`src/rtl/dmac_csr_pkg.sv`:
```
package dmac_csr_pkg;
    localparam int ADDR_W = 12;
    localparam int DATA_W = 32;

    typedef enum logic [0:0] {
        BUS_IDLE = 1'b0,
        BUS_RESP = 1'b1
    } bus_state_e;

    // Word indices (addr[7:2]) inside the global region
    localparam logic [5:0] W_STAT    = 6'h00;
    localparam logic [5:0] W_TCSTAT  = 6'h01;
    localparam logic [5:0] W_TCCLR   = 6'h02;
    localparam logic [5:0] W_ERRSTAT = 6'h03;
    localparam logic [5:0] W_ERRCLR  = 6'h04;
    localparam logic [5:0] W_TCRAW   = 6'h05;
    localparam logic [5:0] W_ERRRAW  = 6'h06;
    localparam logic [5:0] W_ENMAP   = 6'h07;
    localparam logic [5:0] W_GCFG    = 6'h0C;
    localparam logic [5:0] W_SYNC    = 6'h0D;

    // Configuration word bit positions
    localparam int CFG_TCM_BIT = 15;
    localparam int CFG_ERM_BIT = 14;
    localparam int CFG_EN_BIT  = 0;

    function automatic logic [7:0] id_byte(input logic [2:0] idx, input int nch);
        logic [7:0] b;
        unique case (idx)
            3'd0: b = (nch == 8) ? 8'h80 : 8'h81;
            3'd1: b = 8'h10;
            3'd2: b = 8'h04;
            3'd3: b = 8'h0A;
            3'd4: b = 8'h0D;
            3'd5: b = 8'hF0;
            3'd6: b = 8'h05;
            default: b = 8'hB1;
        endcase
        return b;
    endfunction
endpackage

```
`src/rtl/dmac_bus_fsm.sv`:
```
module dmac_bus_fsm
    import dmac_csr_pkg::*;
(
    input  logic              clk,
    input  logic              rst_n,
    input  logic              req_valid,
    input  logic              req_write,
    input  logic [DATA_W-1:0] rd_value,
    output logic              bus_ready,
    output logic              bus_rvalid,
    output logic [DATA_W-1:0] bus_rdata,
    output logic              wr_fire
);
    bus_state_e state_q, state_d;
    logic       rd_fire;

    always_comb begin
        state_d = state_q;
        unique case (state_q)
            BUS_IDLE: if (req_valid && !req_write) state_d = BUS_RESP;
            BUS_RESP: state_d = BUS_IDLE;
        endcase
    end

    always_ff @(posedge clk or negedge rst_n) begin
        if (!rst_n) state_q <= BUS_IDLE;
        else        state_q <= state_d;
    end

    always_comb begin
        bus_ready  = 1'b0;
        bus_rvalid = 1'b0;
        unique case (state_q)
            BUS_IDLE: bus_ready  = 1'b1;
            BUS_RESP: bus_rvalid = 1'b1;
        endcase
        wr_fire = bus_ready && req_valid && req_write;
        rd_fire = bus_ready && req_valid && !req_write;
    end

    always_ff @(posedge clk or negedge rst_n) begin
        if (!rst_n)       bus_rdata <= '0;
        else if (rd_fire) bus_rdata <= rd_value;
    end

    AST_RVALID_PULSE: assert property (@(posedge clk) disable iff (!rst_n)
        bus_rvalid |=> !bus_rvalid);
    AST_RESP_BLOCKS: assert property (@(posedge clk) disable iff (!rst_n)
        bus_rvalid |-> !bus_ready);
endmodule

```
`src/rtl/dmac_chan_bank.sv`:
```
module dmac_chan_bank
    import dmac_csr_pkg::*;
#(
    parameter int NUM_CH = 8
) (
    input  logic              clk,
    input  logic              rst_n,
    input  logic              wr_fire,
    input  logic [ADDR_W-1:0] addr,
    input  logic [DATA_W-1:0] wdata,
    output logic [DATA_W-1:0] chan_rdata,
    output logic [NUM_CH-1:0] ch_en,
    output logic [NUM_CH-1:0] tc_mask,
    output logic [NUM_CH-1:0] err_mask
);
    localparam int IDX_W = 3;
    localparam int SUB_W = 3;

    logic [DATA_W-1:0] src_q  [NUM_CH];
    logic [DATA_W-1:0] dst_q  [NUM_CH];
    logic [DATA_W-1:0] lli_q  [NUM_CH];
    logic [DATA_W-1:0] ctl_q  [NUM_CH];
    logic [DATA_W-1:0] cfg_q  [NUM_CH];

    logic             win_hit;
    logic [IDX_W-1:0] idx;
    logic [SUB_W-1:0] sub;

    assign win_hit = (addr[ADDR_W-1:8] == 4'h1);
    assign idx     = addr[7:5];
    assign sub     = addr[4:2];

    for (genvar c = 0; c < NUM_CH; c++) begin : g_ch
        logic sel;
        assign sel = wr_fire && win_hit && (idx == IDX_W'(c));

        always_ff @(posedge clk or negedge rst_n) begin
            if (!rst_n) begin
                src_q[c] <= '0;
                dst_q[c] <= '0;
                lli_q[c] <= '0;
                ctl_q[c] <= '0;
                cfg_q[c] <= '0;
            end else if (sel) begin
                case (sub)
                    3'd0: src_q[c] <= wdata;
                    3'd1: dst_q[c] <= wdata;
                    3'd2: lli_q[c] <= wdata;
                    3'd3: ctl_q[c] <= wdata;
                    3'd4: cfg_q[c] <= wdata;
                    default: ;
                endcase
            end
        end

        assign ch_en[c]    = cfg_q[c][CFG_EN_BIT];
        assign tc_mask[c]  = cfg_q[c][CFG_TCM_BIT];
        assign err_mask[c] = cfg_q[c][CFG_ERM_BIT];

        AST_CFG_HOLD: assert property (@(posedge clk) disable iff (!rst_n)
            !wr_fire |=> $stable(cfg_q[c]));
    end

    always_comb begin
        chan_rdata = '0;
        for (int c = 0; c < NUM_CH; c++) begin
            if (idx == IDX_W'(c)) begin
                case (sub)
                    3'd0: chan_rdata = src_q[c];
                    3'd1: chan_rdata = dst_q[c];
                    3'd2: chan_rdata = lli_q[c];
                    3'd3: chan_rdata = ctl_q[c];
                    3'd4: chan_rdata = cfg_q[c];
                    default: chan_rdata = '0;
                endcase
            end
        end
    end
endmodule

```
`src/rtl/dmac_irq_flags.sv`:
```
module dmac_irq_flags #(
    parameter int NUM_CH = 8
) (
    input  logic              clk,
    input  logic              rst_n,
    input  logic [NUM_CH-1:0] tc_set,
    input  logic [NUM_CH-1:0] err_set,
    input  logic [NUM_CH-1:0] tc_clr,
    input  logic [NUM_CH-1:0] err_clr,
    input  logic [NUM_CH-1:0] tc_mask,
    input  logic [NUM_CH-1:0] err_mask,
    output logic [NUM_CH-1:0] tc_raw,
    output logic [NUM_CH-1:0] err_raw,
    output logic              irq
);
    always_ff @(posedge clk or negedge rst_n) begin
        if (!rst_n) begin
            tc_raw  <= '0;
            err_raw <= '0;
        end else begin
            tc_raw  <= (tc_raw  & ~tc_clr)  | tc_set;
            err_raw <= (err_raw & ~err_clr) | err_set;
        end
    end

    assign irq = |((tc_raw & tc_mask) | (err_raw & err_mask));

    AST_TC_SET_WINS: assert property (@(posedge clk) disable iff (!rst_n)
        (tc_set != '0) |=> ((tc_raw & $past(tc_set)) == $past(tc_set)));
    AST_ERR_SET_WINS: assert property (@(posedge clk) disable iff (!rst_n)
        (err_set != '0) |=> ((err_raw & $past(err_set)) == $past(err_set)));
    AST_TC_FALL_CLEARED: assert property (@(posedge clk) disable iff (!rst_n)
        ($past(tc_raw) & ~tc_raw & ~$past(tc_clr)) == '0);
    AST_ERR_FALL_CLEARED: assert property (@(posedge clk) disable iff (!rst_n)
        ($past(err_raw) & ~err_raw & ~$past(err_clr)) == '0);
endmodule

```
`src/rtl/dmac_csr.sv`:
```
module dmac_csr
    import dmac_csr_pkg::*;
#(
    parameter int NUM_CH = 8
) (
    input  logic              clk,
    input  logic              rst_n,
    input  logic              bus_valid,
    input  logic              bus_write,
    input  logic [11:0]       bus_addr,
    input  logic [31:0]       bus_wdata,
    output logic              bus_ready,
    output logic              bus_rvalid,
    output logic [31:0]       bus_rdata,
    input  logic [NUM_CH-1:0] tc_set,
    input  logic [NUM_CH-1:0] err_set,
    output logic [NUM_CH-1:0] ch_enable,
    output logic              irq
);
    logic              wr_fire;
    logic [DATA_W-1:0] rd_value;
    logic [DATA_W-1:0] chan_rdata;
    logic [NUM_CH-1:0] tc_mask, err_mask, tc_raw, err_raw;
    logic [NUM_CH-1:0] tc_clr, err_clr;
    logic [DATA_W-1:0] gcfg_q, sync_q;
    logic              glob_hit;
    logic [5:0]        gword;

    assign glob_hit = (bus_addr[ADDR_W-1:8] == 4'h0);
    assign gword    = bus_addr[7:2];

    dmac_bus_fsm u_fsm (
        .clk        (clk),
        .rst_n      (rst_n),
        .req_valid  (bus_valid),
        .req_write  (bus_write),
        .rd_value   (rd_value),
        .bus_ready  (bus_ready),
        .bus_rvalid (bus_rvalid),
        .bus_rdata  (bus_rdata),
        .wr_fire    (wr_fire)
    );

    dmac_chan_bank #(.NUM_CH(NUM_CH)) u_bank (
        .clk        (clk),
        .rst_n      (rst_n),
        .wr_fire    (wr_fire),
        .addr       (bus_addr),
        .wdata      (bus_wdata),
        .chan_rdata (chan_rdata),
        .ch_en      (ch_enable),
        .tc_mask    (tc_mask),
        .err_mask   (err_mask)
    );

    assign tc_clr  = (wr_fire && glob_hit && gword == W_TCCLR)  ? bus_wdata[NUM_CH-1:0] : '0;
    assign err_clr = (wr_fire && glob_hit && gword == W_ERRCLR) ? bus_wdata[NUM_CH-1:0] : '0;

    dmac_irq_flags #(.NUM_CH(NUM_CH)) u_flags (
        .clk      (clk),
        .rst_n    (rst_n),
        .tc_set   (tc_set),
        .err_set  (err_set),
        .tc_clr   (tc_clr),
        .err_clr  (err_clr),
        .tc_mask  (tc_mask),
        .err_mask (err_mask),
        .tc_raw   (tc_raw),
        .err_raw  (err_raw),
        .irq      (irq)
    );

    always_ff @(posedge clk or negedge rst_n) begin
        if (!rst_n) begin
            gcfg_q <= '0;
            sync_q <= '0;
        end else if (wr_fire && glob_hit) begin
            if (gword == W_GCFG) gcfg_q <= bus_wdata;
            if (gword == W_SYNC) sync_q <= bus_wdata;
        end
    end

    always_comb begin
        rd_value = '0;
        if (glob_hit) begin
            case (gword)
                W_STAT:    rd_value = DATA_W'((tc_raw & tc_mask) | (err_raw & err_mask));
                W_TCSTAT:  rd_value = DATA_W'(tc_raw & tc_mask);
                W_ERRSTAT: rd_value = DATA_W'(err_raw & err_mask);
                W_TCRAW:   rd_value = DATA_W'(tc_raw);
                W_ERRRAW:  rd_value = DATA_W'(err_raw);
                W_ENMAP:   rd_value = DATA_W'(ch_enable);
                W_GCFG:    rd_value = gcfg_q;
                W_SYNC:    rd_value = sync_q;
                default:   rd_value = '0;
            endcase
        end else if (bus_addr[ADDR_W-1:8] == 4'h1) begin
            rd_value = chan_rdata;
        end else if (bus_addr[ADDR_W-1:5] == 7'h7F) begin
            rd_value = DATA_W'(id_byte(bus_addr[4:2], NUM_CH));
        end
    end

    AST_IRQ_MASKED_OFF: assert property (@(posedge clk) disable iff (!rst_n)
        ((tc_mask == '0) && (err_mask == '0)) |-> !irq);
    AST_GCFG_HOLD: assert property (@(posedge clk) disable iff (!rst_n)
        !wr_fire |=> ($stable(gcfg_q) && $stable(sync_q)));
endmodule

```
`config.mk`:
```
export PLATFORM = sky130hd
export DESIGN_NAME = dmac_csr
export DESIGN_NICKNAME = d
export VERILOG_FILES = /design/src/rtl/dmac_csr_pkg.sv /design/src/rtl/dmac_bus_fsm.sv /design/src/rtl/dmac_chan_bank.sv /design/src/rtl/dmac_irq_flags.sv /design/src/rtl/dmac_csr.sv
export SDC_FILE = /design/constraint.sdc
export NUM_CORES = 2
export LEC_CHECK = 0
export BUFFER_PORTS_ARGS = -buffer_cell sky130_fd_sc_hd__buf_2
export CAP_MARGIN = 20
export CELL_PAD_IN_SITES_DETAIL_PLACEMENT = 1
export CELL_PAD_IN_SITES_GLOBAL_PLACEMENT = 1
export CORE_ASPECT_RATIO = 1.75
export CORE_UTILIZATION = 43
export CTS_BUF_LIST = sky130_fd_sc_hd__clkbuf_16
export CTS_CLUSTER_SIZE = 20
export DETAILED_ROUTE_END_ITERATION = 10
export PLACE_DENSITY = 0.67
export SYNTH_ARGS = -nofsm -noshare
export SYNTH_HDL_FRONTEND = slang
export SYNTH_SLANG_ARGS = --single-unit
```
`constraint.sdc`:
```
create_clock -name clk -period 2.5 [get_ports clk]
set_input_delay 0.25 -clock clk [delete_from_list [all_inputs] [get_ports clk]]
set_output_delay 0.25 -clock clk [all_outputs]
set_load 0.05 [all_outputs]
```
After elaboration in Yosys (flattened, before gate mapping)
Cells that the tools add are included.

cells by class
  mux-type cells = 27
  reductions and logical operators = 64
  bitwise gates (word level) = 13
  eq/ne operators = 24

operator list
  operator              count
  $pmux W32 S5          8
  $mux W32              10
  $pmux W32 S8          1
  $reduce_and A2 Y1     42
  $pmux W8 S7           1
  $and A8 B8 Y8         6
  $or A32 B32 Y32       1
  $eq A6 B3 Y1 const B  4
  $mux W8               3
  $or A8 B8 Y8          3
  $eq A3 B3 Y1 const B  7
  $logic_and A1 B1 Y1   16
  $not A8 Y8            2
  $eq A3 B2 Y1 const B  4
  $eq A6 B2 Y1 const B  2
  $eq A6 B4 Y1 const B  2
  $reduce_or A8 Y1      1
  $eq A7 B7 Y1 const B  1
  $eq A3 B1 Y1 const B  2
  $eq A6 B1 Y1 const B  1
  $logic_not A3 Y1      2
  $logic_not A6 Y1      1
  $eq A4 B1 Y1 const B  1
  $logic_not A4 Y1      1
  4 further kinds       6

word-level totals
  word-level logic and storage cells = 174
  register bits after elaboration = 1,393
  output and inout port bits = 43

Logic depth before layout (Yosys ltp)
  depth after elaboration = 12
  gate-level depth with buffers = 11

Modules after synthesis
Synthesis repeated with hierarchy kept, for this count alone.

unflattened totals
  cells, all modules = 4,859
  area, all modules = 64,728.3 um^2

modules (own cells, without submodules)
  module          area an instance (um^2)  cells each  instances
  dmac_chan_bank  58,876.5                 4,358       1
  dmac_csr        3,921.3                  373         1
  dmac_bus_fsm    1,248.7                  71          1
  dmac_irq_flags  681.9                    57          1

Worst setup path after synthesis
OpenSTA, ideal clock, no wires.

  path type = reg2reg
  from = reg u_fsm.state_q
  to = reg u_bank.src_q[33] (netlist name)
  data arrival time = 2.464 ns
  stages on the path, launching flop included = 9
  clock period less this slack = 2.589 ns
  path buffers = 2
  setup slack = -0.089 ns
  cell sequence = dfrtp_1 inv_1 and3_1 and2_1 buf_4 nand3_2 nor3_2 buf_4 mux2_2

on the way
  word-level cells in the longest chain between the ends = 6

ends and longest elaborated chain
  what                               RTL line              text
  start: declaration                 dmac_bus_fsm.sv:14    bus_state_e state_q, state_d;
  start signal: assignment           dmac_bus_fsm.sv:27    else state_q <= state_d;
  $mux W1                            dmac_bus_fsm.sv:33    unique case (state_q)
  named net bus_ready                dmac_csr.sv:12        output logic bus_ready,
  $logic_and A1 B1 Y1 (2 in series)  dmac_bus_fsm.sv:37    wr_fire = bus_ready && req_valid && req_write;
  $logic_and A1 B1 Y1 (2 in series)  dmac_chan_bank.sv:35  assign sel = wr_fire && win_hit && (idx == IDX_W'(c));
  $reduce_and A2 Y1 (no line)        -
  end signal: indexed assignment     dmac_chan_bank.sv:46  3'd0: src_q[c] <= wdata;
  end: declaration                   dmac_chan_bank.sv:19  logic [DATA_W-1:0] src_q [NUM_CH];

The timed path passes the listed nets, and every way through them passes these cells.
A chain may end at the register's enable or synchronous reset.

Worst setup path after layout
  from = reg u_bank.cfg_q (netlist bit u_bank.tc_mask[6])
  to = out irq

on the way
  word-level cells in the longest chain between the ends = 3

ends and longest elaborated chain
  what                              RTL line              text
  start: declaration                dmac_chan_bank.sv:23  logic [DATA_W-1:0] cfg_q [NUM_CH];
  start signal: indexed assignment  dmac_chan_bank.sv:50  3'd4: cfg_q[c] <= wdata;
  $and A8 B8 Y8                     dmac_irq_flags.sv:26  assign irq = |((tc_raw & tc_mask) | (err_raw & err_mask));
  $or A8 B8 Y8                      dmac_irq_flags.sv:26
  $reduce_or A8 Y1                  dmac_irq_flags.sv:26
  end: declaration                  dmac_csr.sv:18        output logic irq

Every way passes these cells.

==> impl_metrics.csv <==
group,metric,value,unit
layout,drive_above_1_share,43.1,%
cts,cts_root_buffer,"clkbuf_16",
placed_design,io_buffers,104,
drt,vias,46100,
worst_hold_path,worstHoldEndpoint,"u_fsm.state_q$_DFF_PN0_",
layout,syn_to_final_growth,17.3,%
die,fp.dieW,298,um
placed_design,globalplace.congestion,0.889,
worst_setup_path,reg2reg_from,"u_fsm.state_q$_DFF_PN0_",
worst_hold_path,min_from,"bus_write",
synth,synth.distinct_cells,94,
synth,synth_area,65700,um2
sta,slew_headroom,28.6,%
synth,seq_area_frac_synth,53.0,%
drt,drc,0,
layout,utilization,50.9,%
placed_design,dp_hpwl,161000,um
synth,synthFlopType,"dfrtp_1",
drt,vias_per_cell,6.24,
flow_run,max_cap_viol_count,0,
sta,finalCritPeriodShare,99.0,%
global_route,antenna_found_initial,17,
sta,hold_viol_final,0,
drt,first_pass_iters,5,
cts,h-tree-depth,4,
worst_setup_path,path_cells,"a22oi_2 > and4_1 > nand4_1 > buf_6",
die,fp.dieH,519,um
worst_setup_path,cpMaxStageDelayCell,"dfrtp_2",
layout,nNetsFinal,5337,
layout,final.fill_count,15000,
worst_setup_path,r2r_slack,0.08,ns
die,dieArea,154000,um2
worst_setup_path,critPathMaxFanout,4,
worst_setup_path,worstPathArrival,2.22,ns
cts,clk_pin_slew_worst_paths,0.07,ns
cts,cts_tree,"yes",
worst_setup_path,critPathMaxStageDelay,0.47,ns
global_route,grt_pass1_vias,50200,
power,power.density,617,nW/um2
sta,fin_skew,0.0202,ns
drt,ant_nets,0,
synth,synth-edff-count,0,
power,vdd_ir_drop_max,0.590,mV
cts,cts-buffers-inserted,134,
global_route,grt_first_pass_wirelength,352000,um
worst_setup_path,cp_top_family,"flip-flops",
worst_setup_path,required,2.25,ns
drt,wl,237000,um
worst_hold_path,whs_path_depth,4,
worst_setup_path,startpoint_type,"register",
worst_setup_path,ff2ff_path_depth,8,
layout,mostFrequentLayoutCells,"1386 x dfrtp_1, 1377 x mux2_2, 352 x buf_4",
synth,syn_inst,5008,
global_route,grt_overflow,0,
synth,async_flop_share,100,%
cts,cts_sinks,1393,
die,core,152000,um2
sta,setup_tns,0,ns
worst_setup_path,path_class,"register to output pin",
worst_setup_path,cp-end-kind,"output pin",
sta,worst_pin_slew,1.07,ns
worst_setup_path,r2r_end,"u_fsm.bus_rdata[2]$_DFFE_PN0P_",
sta,rsz0062_at_grt,"yes",
status,status,"completed",
cts,clk_latency,0.80,ns
sta,fmax,404,MHz
cts,cts_buffer_depth,3,
die,io_pins,107,
sta,finalSetupViolations,0,
power,leakagePower,36.6,nW
drt,routedWlPerCell,32.1,um
layout,final_common_cell,"dfrtp_1",
synth,syn_avg_cell_area,13.1,um2
synth,syn_nets,5072,
global_route,grt_use_total,30.9,%
sta,layout_min_cycle_time,2.47,ns
die,fp-row-count,189,
die,start_util,43.4,%
sta,slew_viol_final,0,
worst_setup_path,crit_buf_inv,1,
synth,ys_seq_elements,1393,
worst_hold_path,worstHoldPathType,"input pin to register",
drt,drt-initial-drc-count,3353,
synth,ys_warn_count,0,
global_route,grt_max_degree,111,
tightest hold or removal path, cell delays in order:
cell    delay [ns]
buf_2         0.08
or3b_2        0.18
inv_2         0.09
buf_12        0.17
cell type report:
class | count | area, um2 | area share, %
clock inverters | 109 | 1010 | 1.30
inverters | 8 | 37.5 | 0.0487
flip-flops and latches | 1393 | 34900 | 45.2
clock buffers | 134 | 3350 | 4.35
diodes | 3 | 7.51 | 0.00973
multi-input cells | 3085 | 28400 | 36.8
repair buffers | 651 | 6940 | 9.00
well taps | 2005 | 2510 | 3.25
worst max path at each step:
stage               depth (start not counted)                           from                       endpoint
detailed placement                          9                   bus_addr[11]   u_bank.src_q[60]$_DFFE_PN0P_
global placement                            9                   bus_addr[11]   u_bank.src_q[59]$_DFFE_PN0P_
floorplan                                   8        u_fsm.state_q$_DFF_PN0_  u_bank.lli_q[164]$_DFFE_PN0P_
global route                                4  u_bank.tc_mask[1]$_DFFE_PN0P_                            irq
CTS                                         8        u_fsm.state_q$_DFF_PN0_   u_bank.src_q[60]$_DFFE_PN0P_
finish                                      4  u_bank.tc_mask[6]$_DFFE_PN0P_                            irq
sequential cells by signal, indices dropped and copies added (netlist names):
register         flops
gcfg_q              32
u_flags.err_raw      8
u_bank.lli_q       256
u_bank.dst_q       256
u_bank.src_q       256
u_bank.tc_mask       8
u_flags.tc_raw       8
u_fsm.state_q        1
u_bank.ctl_q       256
u_bank.err_mask      8
u_fsm.bus_rdata     32
u_bank.ch_en         8
sync_q              32
u_bank.cfg_q       232
kinds of logic (layout without fill, tap and decap cells):
kind of cell | after synthesis | in the layout | synth area share [%]
muxes | 1690 | 1690 | 28.9
AOI/OAI and AO/OA | 953 | 953 | 10.1
other | 0 | 3 | 0
DFF | 1393 | 1393 | 53.0
buffers and inverters | 530 | 902 | 4.23
and+or+nand+nor | 442 | 442 | 3.67
power by group:
group | internal (W) | switching, W
combinational | 0.00118 | 0.00277
clock | 0.0114 | 0.00936
sequential | 0.0227 | 0.000165
total | 0.0353 | 0.0123
cells in the mapped netlist (all sizes together), types with 22 or more instances:
cell type | count | area [um2]
o211ai | 22 | 165
o2bb2ai | 34 | 298
mux2 | 1456 | 16400
a21oi | 158 | 795
nor3 | 23 | 155
o221ai | 38 | 333
a21o | 23 | 173
a221oi | 45 | 407
a22oi | 196 | 1470
o21ai | 132 | 661
dfrtp | 1393 | 34900
nand3 | 32 | 165
a211oi | 37 | 278
nand3b | 34 | 255
and3 | 35 | 219
a22o | 25 | 219
buf | 326 | 2010
o22ai | 94 | 588
nand2 | 119 | 457
mux2i | 211 | 2110
a31oi | 29 | 181
mux4 | 23 | 518
nor2 | 113 | 492
clkbuf | 196 | 737
routing by layer:
layer  share of wire (%)  track usage [%]  vias to the layer above
met2                  50             52.6                     1497
met4                 5.5             15.4                       14
li1                    -                -                    19100
met5               0.035                0                        -
met1                  40             38.3                    24900
met3                 5.0             4.36                      604
through the flow:
step	instance area, um2	power (W)	hold WS (ns)	worst slack, ns	cells
floorplan	65700	0.0249	-0.0456	0.153	5008
global placement	72500	0.0271	0.183	-0.496	7121
detailed placement	72500	0.0272	0.193	-0.530	7121
CTS	77100	0.0479	0.0233	0.0147	7385
global route	77100	0.0489	0.0495	-0.0183	7386
finish	77100	0.0476	0.0433	0.0253	7388
repair_timing:
action                     in CTS  in global routing
hold endpoints to repair      780                  0
hold buffers                   20                  0
gates resized for setup         9                  5
setup buffers                   1                  1
pin swaps                       2                  2
setup endpoints to repair       1                 64
Power figures use the tool's default switching activity.
